<file path="config.mk">
export PLATFORM = sky130hd
export DESIGN_NAME = hist_restore_unit
export DESIGN_NICKNAME = d
export VERILOG_FILES = /design/src/rtl/hbr_pkg.sv /design/src/rtl/hbr_capture.sv /design/src/rtl/hbr_ring.sv /design/src/rtl/hbr_ctrl.sv /design/src/rtl/hist_restore_unit.sv
export SDC_FILE = /design/constraint.sdc
export NUM_CORES = 1
export LEC_CHECK = 0
export BUFFER_PORTS_ARGS = -buffer_cell sky130_fd_sc_hd__buf_2
export CORE_ASPECT_RATIO = 1.75
export CORE_MARGIN = 5
export CORE_UTILIZATION = 60
export CTS_CLUSTER_SIZE = 20
export DETAILED_ROUTE_END_ITERATION = 12
export GPL_TIMING_DRIVEN = 0
export PLACE_DENSITY_LB_ADDON = 0.05
export SETUP_SLACK_MARGIN = 0.4
export SYNTH_ARGS = -nofsm -noshare
export SYNTH_HDL_FRONTEND = slang
export SYNTH_SLANG_ARGS = --single-unit
export TNS_END_PERCENT = 20
</file>
<file path="constraint.sdc">
create_clock -name clk -period 24.6 [get_ports clk]
set_clock_uncertainty 0.15 [all_clocks]
set_input_delay 2.46 -clock clk [delete_from_list [all_inputs] [get_ports clk]]
set_output_delay 2.46 -clock clk [all_outputs]
set_load 0.005 [all_outputs]
</file>
<file path="src/rtl/hbr_pkg.sv">
package hbr_pkg;
  typedef enum logic [1:0] {
    HB_RUN   = 2'd0,
    HB_DRAIN = 2'd1,
    HB_WALK  = 2'd2,
    HB_DONE  = 2'd3
  } hb_state_e;
endpackage

</file>
<file path="src/rtl/hbr_capture.sv">
module hbr_capture #(
  parameter int RW = 5,
  parameter int DW = 32,
  parameter bit HAS_BYPASS = 1'b1
) (
  input  logic [RW-1:0] iss_dst,
  input  logic [DW-1:0] rd_data,
  input  logic          byp_valid,
  input  logic [RW-1:0] byp_dst,
  input  logic [DW-1:0] byp_data,
  output logic [DW-1:0] old_val
);
  generate
    if (HAS_BYPASS) begin : g_byp
      logic hit;
      assign hit     = byp_valid && (byp_dst == iss_dst);
      assign old_val = hit ? byp_data : rd_data;
    end else begin : g_nobyp
      logic [RW+DW:0] unused_in;
      assign unused_in = {byp_valid, byp_dst, byp_data};
      assign old_val   = rd_data;
    end
  endgenerate
endmodule

</file>
<file path="src/rtl/hbr_ring.sv">
module hbr_ring #(
  parameter int DEPTH = 8,
  parameter int RW = 5,
  parameter int DW = 32,
  parameter int PW = 32,
  localparam int AW = $clog2(DEPTH),
  localparam int CW = AW + 1
) (
  input  logic          clk,
  input  logic          rst_n,
  input  logic          push,
  input  logic [RW-1:0] push_dst,
  input  logic [DW-1:0] push_old,
  input  logic [PW-1:0] push_pc,
  input  logic          cmp_valid,
  input  logic [AW-1:0] cmp_tag,
  input  logic          cmp_exc,
  input  logic          pop,
  input  logic [AW-1:0] rd_idx,
  output logic [RW-1:0] rd_dst,
  output logic [DW-1:0] rd_old,
  output logic [PW-1:0] head_pc,
  output logic          head_fin,
  output logic          head_exc,
  output logic [AW-1:0] head,
  output logic [AW-1:0] tail,
  output logic          full,
  output logic          empty
);
  logic [RW-1:0] dst_mem [DEPTH];
  logic [DW-1:0] old_mem [DEPTH];
  logic [PW-1:0] pc_mem  [DEPTH];
  logic [DEPTH-1:0] fin_q, exc_q;
  logic [CW-1:0] count;

  function automatic logic [AW-1:0] step(input logic [AW-1:0] p);
    return (p == AW'(DEPTH - 1)) ? '0 : p + 1'b1;
  endfunction

  always_ff @(posedge clk) begin
    if (push) begin
      dst_mem[tail] <= push_dst;
      old_mem[tail] <= push_old;
      pc_mem[tail]  <= push_pc;
    end
  end

  always_ff @(posedge clk) begin
    if (!rst_n) begin
      fin_q <= '0;
      exc_q <= '0;
    end else begin
      for (int i = 0; i < DEPTH; i++) begin
        if (push && tail == AW'(i)) begin
          fin_q[i] <= 1'b0;
          exc_q[i] <= 1'b0;
        end else if (cmp_valid && cmp_tag == AW'(i)) begin
          fin_q[i] <= 1'b1;
          exc_q[i] <= cmp_exc;
        end
      end
    end
  end

  always_ff @(posedge clk) begin
    if (!rst_n) begin
      head  <= '0;
      tail  <= '0;
      count <= '0;
    end else begin
      if (push) tail <= step(tail);
      if (pop)  head <= step(head);
      case ({push, pop})
        2'b10:   count <= count + 1'b1;
        2'b01:   count <= count - 1'b1;
        default: count <= count;
      endcase
    end
  end

  assign full     = (count == CW'(DEPTH));
  assign empty    = (count == '0);
  assign head_fin = fin_q[head];
  assign head_exc = exc_q[head];
  assign head_pc  = pc_mem[head];
  assign rd_dst   = dst_mem[rd_idx];
  assign rd_old   = old_mem[rd_idx];

  // occupancy never exceeds the slot count, and a full ring refuses pushes
  p_count_bound_r4: assert property (@(posedge clk) disable iff (!rst_n)
    count <= CW'(DEPTH));
  p_no_push_full_r4: assert property (@(posedge clk) disable iff (!rst_n)
    full |-> !push);
  // only a finished, clean, live head may be freed
  p_pop_clean_head_r3: assert property (@(posedge clk) disable iff (!rst_n)
    pop |-> (!empty && head_fin && !head_exc));
endmodule

</file>
<file path="src/rtl/hbr_ctrl.sv">
module hbr_ctrl
  import hbr_pkg::*;
#(
  parameter int DEPTH = 8,
  localparam int AW = $clog2(DEPTH)
) (
  input  logic          clk,
  input  logic          rst_n,
  input  logic          head_fin,
  input  logic          head_exc,
  input  logic          empty,
  input  logic [AW-1:0] head,
  input  logic [AW-1:0] tail,
  input  logic          pipe_idle,
  output logic          issue_ok,
  output logic          pop,
  output logic          walk_we,
  output logic [AW-1:0] walk_idx,
  output logic          done
);
  hb_state_e state;
  logic      trap;

  function automatic logic [AW-1:0] back(input logic [AW-1:0] p);
    return (p == '0) ? AW'(DEPTH - 1) : p - 1'b1;
  endfunction

  assign trap     = (state == HB_RUN) && !empty && head_fin && head_exc;
  assign pop      = (state == HB_RUN) && !empty && head_fin && !head_exc;
  assign issue_ok = (state == HB_RUN) && !trap;
  assign walk_we  = (state == HB_WALK);
  assign done     = (state == HB_DONE);

  always_ff @(posedge clk) begin
    if (!rst_n) begin
      state    <= HB_RUN;
      walk_idx <= '0;
    end else begin
      case (state)
        HB_RUN:   if (trap) state <= HB_DRAIN;
        HB_DRAIN: if (pipe_idle) begin
          state    <= HB_WALK;
          walk_idx <= back(tail);
        end
        HB_WALK: begin
          if (walk_idx == head) state <= HB_DONE;
          else walk_idx <= back(walk_idx);
        end
        default:  state <= HB_DONE;
      endcase
    end
  end

  // the first restore write follows a cycle with the pipeline idle
  p_walk_after_idle_r6: assert property (@(posedge clk) disable iff (!rst_n)
    $rose(walk_we) |-> $past(pipe_idle));
  // consecutive restore writes step one slot toward the head
  p_walk_step_r7: assert property (@(posedge clk) disable iff (!rst_n)
    (walk_we && $past(walk_we)) |-> (walk_idx == back($past(walk_idx))));
  // once out of the running state nothing retires or issues
  p_frozen_r5: assert property (@(posedge clk) disable iff (!rst_n)
    (state != HB_RUN) |-> (!pop && !issue_ok));
  // done is sticky until reset
  p_done_sticky_r8: assert property (@(posedge clk) disable iff (!rst_n)
    done |=> done);
endmodule

</file>
<file path="src/rtl/hist_restore_unit.sv">
module hist_restore_unit #(
  parameter int DEPTH = 8,
  parameter int RW = 5,
  parameter int DW = 32,
  parameter int PW = 32,
  parameter bit HAS_BYPASS = 1'b1,
  localparam int AW = $clog2(DEPTH)
) (
  input  logic          clk,
  input  logic          rst_n,
  input  logic          iss_valid,
  output logic          iss_ready,
  input  logic [RW-1:0] iss_dst,
  input  logic [PW-1:0] iss_pc,
  output logic [AW-1:0] iss_tag,
  output logic [RW-1:0] rd_addr,
  input  logic [DW-1:0] rd_data,
  input  logic          byp_valid,
  input  logic [RW-1:0] byp_dst,
  input  logic [DW-1:0] byp_data,
  input  logic          cmp_valid,
  input  logic [AW-1:0] cmp_tag,
  input  logic          cmp_exc,
  input  logic          pipe_idle,
  output logic          rw_en,
  output logic [RW-1:0] rw_addr,
  output logic [DW-1:0] rw_data,
  output logic          restore_done,
  output logic [PW-1:0] precise_pc
);
  logic [DW-1:0] old_val;
  logic          push, pop, issue_ok, walk_we, done;
  logic          head_fin, head_exc, full, empty;
  logic [AW-1:0] head, tail, walk_idx;
  logic [PW-1:0] head_pc;

  hbr_capture #(.RW(RW), .DW(DW), .HAS_BYPASS(HAS_BYPASS)) u_cap (
    .iss_dst(iss_dst), .rd_data(rd_data), .byp_valid(byp_valid),
    .byp_dst(byp_dst), .byp_data(byp_data), .old_val(old_val)
  );

  hbr_ring #(.DEPTH(DEPTH), .RW(RW), .DW(DW), .PW(PW)) u_ring (
    .clk(clk), .rst_n(rst_n), .push(push), .push_dst(iss_dst),
    .push_old(old_val), .push_pc(iss_pc), .cmp_valid(cmp_valid),
    .cmp_tag(cmp_tag), .cmp_exc(cmp_exc), .pop(pop), .rd_idx(walk_idx),
    .rd_dst(rw_addr), .rd_old(rw_data), .head_pc(head_pc),
    .head_fin(head_fin), .head_exc(head_exc), .head(head), .tail(tail),
    .full(full), .empty(empty)
  );

  hbr_ctrl #(.DEPTH(DEPTH)) u_ctrl (
    .clk(clk), .rst_n(rst_n), .head_fin(head_fin), .head_exc(head_exc),
    .empty(empty), .head(head), .tail(tail), .pipe_idle(pipe_idle),
    .issue_ok(issue_ok), .pop(pop), .walk_we(walk_we),
    .walk_idx(walk_idx), .done(done)
  );

  assign iss_ready    = issue_ok && !full;
  assign push         = iss_valid && iss_ready;
  assign iss_tag      = tail;
  assign rd_addr      = iss_dst;
  assign rw_en        = walk_we;
  assign restore_done = done;
  assign precise_pc   = done ? head_pc : '0;

  // the precise PC does not move once the restore has finished
  p_pc_stable_r8: assert property (@(posedge clk) disable iff (!rst_n)
    (restore_done && $past(restore_done)) |-> $stable(precise_pc));
  // no restore write and no issue can coincide
  p_write_no_issue_r6: assert property (@(posedge clk) disable iff (!rst_n)
    rw_en |-> !iss_ready);
endmodule

</file>
# Yosys cells after proc, flatten, opt, wreduce, memory -nomap -nowiden

Memories as Yosys holds them, arrays and structs flattened. A register that Yosys moved wholly into a read port is not among the register bits.
Cells that the tools add are included.

Multipliers: 0
Magnitude comparators: 1
Reductions and logical operators: 45
Div/mod/pow operators: 0
Multiplexer cells: 26
Bitwise operators: 1
Equality and inequality tests: 27
$add $sub $neg: 6
Shift-type cells: 0

Operators by type and width:

| kind                                                | number |
|---|---|
| two-way mux 32 bit                                  | 2 |
| two-way mux 3 bit                                   | 12 |
| equality test 3 bit, second input constant          | 9 |
| logical AND 1 bit                                   | 24 |
| OR reduction 2 bit                                  | 8 |
| equality test 3 x 2 -> 1 bit, second input constant | 4 |
| logical NOT 3 bit                                   | 3 |
| one-hot mux 4 bit (2 select lines)                  | 1 |
| adder 3 x 1 -> 3 bit, second input constant         | 2 |
| binary-select mux 1 bit (select 3 bit)              | 2 |
| equality test 2 bit, second input constant          | 3 |
| equality test 3 x 1 -> 1 bit, second input constant | 2 |
| two-way mux 2 bit                                   | 3 |
| one-hot mux 2 bit (3 select lines)                  | 1 |
| one-hot mux 3 bit (2 select lines)                  | 1 |
| AND reduction 3 bit                                 | 2 |
| subtractor 3 x 1 -> 3 bit, second input constant    | 2 |
| equality test 5 bit                                 | 1 |
| adder 4 x 1 -> 4 bit, second input constant         | 1 |
| equality test 2 x 1 -> 1 bit, second input constant | 2 |
| equality test 4 bit, second input constant          | 1 |
| logical NOT 1 bit                                   | 4 |
| logical NOT 4 bit                                   | 1 |
| < comparator 3 x 4 -> 1 bit, second input constant  | 1 |
| 8 further kinds                                     | 14 |

Memories: 3
Bits in read-only memories: 0
Logic and storage cells: 130
Bits in writable memories: 552
Output and inout bits: 80
Latch bits: 0
Bits of input ports: 116
Flip-flop bits (word level): 31

Memory list:

| memory         | depth | bits a word | read ports | clocked after Yosys merged registers in | write ports | line           | RTL |
|---|---|---|---|---|---|---|---|
| u_ring.old_mem | 8     | 32          | 1          | 1                                       | 1           | hbr_ring.sv:31 | `logic [DW-1:0] old_mem [DEPTH];` |
| u_ring.pc_mem  | 8     | 32          | 1          | 1                                       | 1           | hbr_ring.sv:32 | `logic [PW-1:0] pc_mem [DEPTH];` |
| u_ring.dst_mem | 8     | 5           | 1          | 1                                       | 1           | hbr_ring.sv:30 | `logic [RW-1:0] dst_mem [DEPTH];` |

# Longest topological paths before layout

Gate-level depths: netlist of the first run.

Word-level depth: 11
Gate-level depth with buffers: 14
Mapped depth without buffers: 12

# By module

A second synthesis of the first run with hierarchy kept.

Cell total of the unflattened synthesis: 1096
Area total of the unflattened synthesis: 23470.0 µm²

Modules (own cells, without submodules):

| module            | times used | cells an instance | seq. area each (µm²) | area each (µm²) |
|---|---|---|---|---|
| hbr_ring          | 1          | 966               | 17156.5              | 22177.5 |
| hbr_capture       | 1          | 43                | 0.0                  | 600.6 |
| hbr_ctrl          | 1          | 45                | 100.1                | 384.1 |
| hist_restore_unit | 1          | 42                | 0.0                  | 307.8 |

# Worst setup path before layout of the first run

No wires, ideal clock.

Kind: input -> register
Start point: input port iss_valid
End point: memory u_ring.dst_mem[2][0], enable pin
Required time: 23.784 ns
Setup slack: 14.356 ns
Library setup time: 0.666 ns
Stages on the path: 5
Data arrival time: 9.428 ns
Buffers on the path: 1
Path through: nand3_1 nor2_1 buf_4 inv_2 nor4_1

Cells in the longest elaborated chain, start to end: 3

RTL lines:

| item                                    | line                    | RTL |
|---|---|---|
| from (decl)                             | hist_restore_unit.sv:11 | `input logic iss_valid,` |
| logical AND 1 bit                       | hist_restore_unit.sv:59 | `assign push = iss_valid && iss_ready;` |
| two-way mux 1 bit                       | hbr_ring.sv:41          | `if (push) begin` |
| two-way mux 1 bit (not written as such) | hbr_ring.sv:42          | `dst_mem[tail] <= push_dst;` |
| to (decl)                               | hbr_ring.sv:30          |  |

Every way passes these cells.

==> flow_metrics.tcl, run 1 <==
set metrics [dict create \
    postSynthAreaPerCell_um2 21.3 \
    fill_cells 2474 \
    ioPinCount 196 \
    die-area_um2 42700 \
    comb_power_share_pct 4.6 \
    start_util_pct 60.4 \
    dpl.hpwl_um 33300 \
    syn_inst 1085 \
    path_max_fanout 10 \
    ir_worst_vdd_v 0.0000608 \
    max_stage_delay_ps 590 \
    design_area_um2 26900 \
    layout.area.seq_um2 17300 \
    cts_setup_buffers 0 \
    worst_slack_ps 18990 \
    cellPowerDensity_nw_per_um2 72.6 \
    cpMostUsedCell "buf_2" \
    start_kind "flip-flop" \
    finalSetupViolations 0 \
    track_usage_pct 22.8 \
    grt_pass1_wl_um 73100 \
    grt_overflow 0 \
    numCtsBuffers 50 \
    worst_pin_slew_ps 1000 \
    wl_um 47900 \
    first_iter_violations 796 \
    path_class "reg -> out" \
    post_dp_cell_area_um2 25400 \
    core-area_um2 38300 \
    path_clk_slew_ps 60 \
    syn_area_um2 23100 \
    portBuffers 194 \
    finalSetupTns_ps 0 \
    timing.final.hold_violations 0 \
    cts.sinks 589 \
    antenna_found_initial 3 \
    synth_edf_count 552 \
    cpMaxStageDelayCell "clkbuf_1" \
    multi_input_area_um2 5530 \
    final_cell_mix "edfxtp_1, buf_2, mux4_2" \
    worstReg2RegEnd "u_ring.old_mem[5][11]" \
    cts_hold_buf 0 \
    cts_tree "done" \
    p_sw_w 0.000396 \
    ant_nets 0 \
    hold_path_class "reg -> reg" \
    grt_setup_unrepaired "false" \
    ys_warn_count 0 \
    timing.fmax_mhz 178 \
    power_leakage_nw 8.97 \
    clockBufferDepth 3 \
    worstPathCellList "clkbuf_1, buf_2, mux4_2, mux2_2, buf_2" \
    seqPwrFrac_pct 57.7 \
    status "completed" \
    grt_max_degree 46 \
    mostFrequentLayoutCell "edfxtp_1" \
    pre_cts_slack_ps 18880 \
    relSlewSlack_pct 33.3 \
    drv_slew 0 \
    hold_start "u_ring.fin_q[7]" \
    fin_nets 1537 \
    yosysSeqAreaShare_pct 74.9 \
    endpoint_kind "primary output" \
    drive_gt1_share_pct 40.2 \
    drv_cap 0 \
    syn-num-nets 1215 \
    fp.dieW_um 158 \
    r2r_cells 15 \
    ctsResizeCount 0 \
    die_h_um 270 \
    worstSkewPairLatency_ps 570 \
    fin_crit_ps 5610 \
    wl_per_cell_um 24.8 \
    cp-endpoint "rw_addr[3]" \
    worstPathArrival_ps 3000 \
    r2r-start "u_ring.head[0]" \
    grt_pass1_vias 12364 \
    netlist-cell-type-count 45 \
    required_ps 21990 \
    drc_errors 0 \
    area_delta_synth_final_pct 16.3 \
    swShare_pct 20.3 \
    async_flop_share_pct 0 \
    vias_per_cell 5.99 \
    rrSetupSlack_ps 20250 \
    pwr-share-clk_pct 37.6 \
    gp_congestion 0.799 \
    htreeDepth 2 \
    root_buffer "clkbuf_16" \
    routed-via-count 11575 \
    p_int_w 0.00156 \
    ys.flop_type "edfxtp_1" \
    core.rowCount 95 \
    firstDrtPassIters 4 \
    ys_ff_latch 589 \
    period_share_pct 22.8 \
]
-- critical path, delay by kind of cell, from the launching register on --
family,cells,cell delay [ps]
buf+inv,3,1210
mux,2,870
flops,1,340
-- state kept, by name, summed over array words and instances, names as in the netlist, named ones only --
register	cells
u_ring.fin_q	8
u_ring.old_mem	256
u_ring.count	4
u_ctrl.state	2
u_ring.dst_mem	40
u_ring.pc_mem	256
u_ring.head	3
u_ring.tail	3
u_ctrl.walk_idx	3
u_ring.exc_q	8
-- kinds of logic after synthesis --
kind of cell,Yosys count,share of synthesized area (%)
AO/OA/AOI/OAI,49,1.42
XOR/XNOR,11,0.417
adder cells (fa/ha/maj),14,0.757
buffers and inverters,74,1.42
flip-flops,589,74.9
multiplexers,255,19.1
AND/OR/NAND/NOR,93,2.02
-- power by group through the flow --
stage	Sequential (W)	Combinational [W]	Clock (W)
3_5_place_dp	0.00115	0.0000916	0
2_1_floorplan	0.00115	0.0000474	0
5_1_grt	0.00113	0.0000986	0.000791
4_1_cts	0.00113	0.0000920	0.000750
3_3_place_gp	0.00115	0.0000831	0
6_report	0.00113	0.0000906	0.000735
-- per-stage QoR --
stage          cells  hold WS, ps  utilization (%)  total power (W)
3_5_place_dp    1840          319             66.3          0.00124
3_3_place_gp    1764          306             64.5          0.00124
5_1_grt         1931          345             70.3          0.00202
6_report        1932          330             70.3          0.00195
4_1_cts         1930          329             70.3          0.00197
2_1_floorplan   1085          290                -          0.00120
-- layout make-up --
type                    instances  area share, %
well taps                     485           2.26
clock buffers                  62           4.82
diodes                          2         0.0186
repair buffers                270           5.99
clock inverters                28          0.758
inverters                      14          0.195
plain buffers                  60           1.02
flip-flops and latches        589           64.4
multi-input cells             422           20.6
-- routing by layer --
| layer | GRT usage [%] | wire length, um | vias up |
|---|---|---|---|
| li1 | - | - | 5132 |
| met1 | 29.1 | 18300 | 6068 |
| met2 | 40.5 | 26000 | 301 |
| met3 | 3.51 | 2250 | 74 |
| met4 | 6.72 | 1370 | 0 |
| met5 | 0 | 0 | - |
-- Yosys cell counts, types with 2 or more instances --
master / instances / area share [%]
dfxtp_1: 37 / 3.2
a21oi_1: 12 / 0.26
o21ai_0: 11 / 0.24
nor4bb_1: 2 / 0.087
xnor2_1: 4 / 0.15
nand3b_1: 2 / 0.065
nor3b_1: 2 / 0.065
a311oi_1: 5 / 0.19
a32oi_1: 2 / 0.076
inv_1: 12 / 0.19
a31oi_1: 5 / 0.14
nand2_1: 8 / 0.13
xor2_1: 7 / 0.27
nor2b_1: 3 / 0.081
ha_1: 14 / 0.76
and3_1: 5 / 0.14
mux4_2: 142 / 14
edfxtp_1: 552 / 72
mux2_2: 67 / 3.3
mux2_1: 2 / 0.097
mux2i_1: 44 / 1.9
buf_4: 6 / 0.19
nor3_1: 5 / 0.11
nor2_1: 44 / 0.71
nor4_1: 7 / 0.19
nand4b_1: 4 / 0.15
buf_2: 16 / 0.35
clkbuf_1: 30 / 0.49
or3_1: 2 / 0.054
a211oi_1: 6 / 0.19
buf_1: 7 / 0.11
o21ai_1: 2 / 0.043
a221oi_1: 2 / 0.076
nand3_1: 5 / 0.11
-- worst min path at each step --
stage               cells past startpoint              end
CTS                                     2  u_ring.fin_q[7]
global route                            2  u_ring.fin_q[3]
finish                                  2  u_ring.fin_q[7]
floorplan                               2  u_ring.fin_q[3]
detailed placement                      2  u_ring.fin_q[7]
global placement                        2  u_ring.fin_q[3]
Power figures use the tool's default switching activity.
==> run 2: changes to the inputs <==
- ABC_AREA: default -> 1
- clock period: 24.6 -> 5.4 ns (I/O delays scaled with it)
==> run 2 against run 1 <==
  * Via count increased by 43%
  * First-iteration DRC count increased by 68%
  * Setup slack got worse by 17000 ps
  * Wire length increased by 32%
  * Utilization about the same
  * Synthesized area increased by 2.5%
  * Worst hold slack got worse by 240 ps
  * Critical endpoint is now rw_data[27]
  * Largest cell class unchanged
  * Largest power group unchanged
==> flow_metrics.tcl, run 2 <==
set metrics [dict create \
    worstPathArrival_ps 2860 \
    drv_slew 0 \
    mostFrequentLayoutCell "edfxtp_1" \
    start_kind "flip-flop" \
    numCtsBuffers 49 \
    antenna_cells 0 \
    core-area_um2 39200 \
    antenna_found_initial 0 \
    cp-endpoint "rw_data[27]" \
    async_flop_share_pct 0 \
    whs_ps 85.1 \
    fin_nets 2382 \
    finalSetupViolations 0 \
    grt_overflow 0 \
    cpMostUsedCell "buf_2" \
    first_iter_violations 1340 \
    cts_tree "done" \
    max_stage_delay_ps 490 \
    routed-via-count 16560 \
    die_h_um 273 \
    vias_per_cell 5.95 \
    path_clk_slew_ps 70 \
    yosysMostFrequentCell "edfxtp_1" \
    timing.final.hold_violations 0 \
    yosys.area.top_type_share_pct 70.0 \
    portBuffers 194 \
    die-area_um2 43700 \
    grt_max_degree 26 \
    reg_top3 "u_ring.old_mem x256, u_ring.pc_mem x256, u_ring.dst_mem x40" \
    drv_cap 0 \
    htreeDepth 2 \
    yosysSeqAreaShare_pct 73.1 \
    netlist-cell-type-count 33 \
    area_delta_synth_final_pct 16.1 \
    syn_inst 1965 \
    hold_path_class "in -> reg" \
    synth_largest_area_cell "edfxtp_1" \
    fin_crit_ps 3550 \
    status "completed" \
    clockBufferDepth 3 \
    synth_common_cells "edfxtp_1, nor2_1, o21ai_0, nand2_1" \
    firstDrtPassIters 5 \
    ioPinCount 196 \
    grt_setup_unrepaired "false" \
    gp_congestion 0.847 \
    ir_worst_vdd_v 0.000307 \
    grtUsageMet2_pct 56.3 \
    synth_edf_count 552 \
    worstReg2RegEnd "u_ring.pc_mem[1][13]" \
    cts_setup_buffers 0 \
    wl_um 63200 \
    worstPathCellList "buf_2, buf_2, buf_2, nor2_1, o22ai_1, nor2_1, a31oi_1, buf_2" \
    design_area_um2 27500 \
    cpMaxStageDelayCell "dfxtp_1" \
    dpl.hpwl_um 44200 \
    cts.sinks 589 \
    power_leakage_nw 9.84 \
    ys_warn_count 0 \
    endpoint_kind "primary output" \
    required_ps 4710 \
    final_cell_mix "edfxtp_1, nor2_1, o21ai_0" \
    worstSkewPairLatency_ps 580 \
    met3_usage_pct 3.18 \
    grt_pass1_vias 17080 \
    ctsResizeCount 0 \
    grtUsageMet1_pct 30.0 \
    ant_nets 0 \
    ys_ff_latch 589 \
    post_dp_cell_area_um2 26000 \
    grt_pass1_wl_um 94800 \
    root_buffer "clkbuf_16" \
    cellPowerDensity_nw_per_um2 353 \
    timing.fmax_mhz 282 \
    ys.flop_type "edfxtp_1" \
    fp.dieW_um 160 \
    syn-num-nets 2095 \
    path_class "reg -> out" \
    core.rowCount 96 \
    busiest_layer "met2" \
    ys_top_cells_by_area "edfxtp_1, nor2_1, o21ai_0" \
    finalSetupTns_ps 0 \
    track_usage_pct 28.3 \
    wl_per_cell_um 22.7 \
    relSlewSlack_pct 31.2 \
    drive_gt1_share_pct 16.7 \
    drc_errors 0 \
    r2r-start "u_ring.head[1]" \
    r2r_cells 9 \
    postSynthAreaPerCell_um2 12.1 \
    path_max_fanout 10 \
    rrSetupSlack_ps 2010 \
    period_share_pct 65.7 \
    worst_pin_slew_ps 1030 \
    syn_area_um2 23700 \
    cts_hold_buf 0 \
    start_util_pct 60.5 \
]
## run 2: cell types whose count changed after synthesis, moves of 7 or more
| cell | before | now |
|---|---|---|
| buf_2 | 16 | 36 |
| mux2i_1 | 44 | 0 |
| mux2_2 | 67 | 0 |
| mux4_2 | 142 | 0 |
| nor2_1 | 44 | 505 |
| nand3_1 | 5 | 48 |
| clkbuf_1 | 30 | 72 |
| a31oi_1 | 5 | 72 |
| o21ai_0 | 11 | 328 |
| o22ai_1 | 0 | 70 |
| nand2_1 | 8 | 118 |
| nor4_1 | 7 | 0 |
| inv_1 | 12 | 41 |
## run 2: logic make-up after synthesis
logic type	after synthesis	share of synthesized area, %
AO/OA/AOI/OAI	488	11.1
XOR/XNOR	11	0.407
adder cells (fa/ha/maj)	14	0.739
buffers and inverters	172	3.09
flip-flops	589	73.1
AND/OR/NAND/NOR	691	11.6
## run 2: power breakdown
| part | total [W] | leakage [nW] | switching (W) | internal, W |
|---|---|---|---|---|
| clock | 0.00346 | 0.759 | 0.00158 | 0.00188 |
| combinational | 0.000992 | 3.76 | 0.000679 | 0.000313 |
| sequential | 0.00525 | 5.31 | 0.0000553 | 0.00520 |
| total | 0.00971 | 9.84 | 0.00232 | 0.00739 |
## run 2: how the worst min path moves through the flow
stage,slack [ps],depth (start not counted),endpoint,from
2_1_floorplan,300,2,u_ring.fin_q[1],u_ring.fin_q[1]
3_3_place_gp,320,2,u_ring.fin_q[7],u_ring.fin_q[7]
3_5_place_dp,320,2,u_ring.fin_q[5],u_ring.fin_q[5]
4_1_cts,60,1,u_ring.pc_mem[4][27],iss_pc[27]
5_1_grt,80,1,u_ring.pc_mem[3][3],iss_pc[3]
6_report,90,1,u_ring.pc_mem[1][27],iss_pc[27]
## run 2: cell type report
class | count | area [um2]
clock inverter | 30 | 208
multi-input combinational | 1204 | 5690
clock buffer | 60 | 1350
sequential | 589 | 17300
fill | 2794 | 11600
buffer | 125 | 557
tap | 490 | 613
inverter | 47 | 176
timing repair buffer | 236 | 1600
## run 2: critical path, delay by kind of cell (launching register included)
kind                   cells  cell delay (ps)
buffers and inverters      4             1130
AOI/OAI and AO/OA          2              510
DFF                        1              490
and+or+nand+nor            2              130
## run 2: per-stage QoR
stage / total power, W / std cells / util, % / setup WS (ps)
6_report: 0.00971 / 2781 / 70.3 / 1850
5_1_grt: 0.0100 / 2781 / 70.3 / 1790
4_1_cts: 0.00973 / 2781 / 70.3 / 1870
3_5_place_dp: 0.00634 / 2691 / 66.3 / 1990
3_3_place_gp: 0.00629 / 2649 / 64.6 / -6070
2_1_floorplan: 0.00589 / 1965 / - / -1170
## run 2: routing by layer
layer / vias to the layer above / wire, um
li1: 7638 / -
met1: 8024 / 21200
met2: 738 / 35800
met3: 160 / 3850
met4: 0 / 2410
met5: - / 0
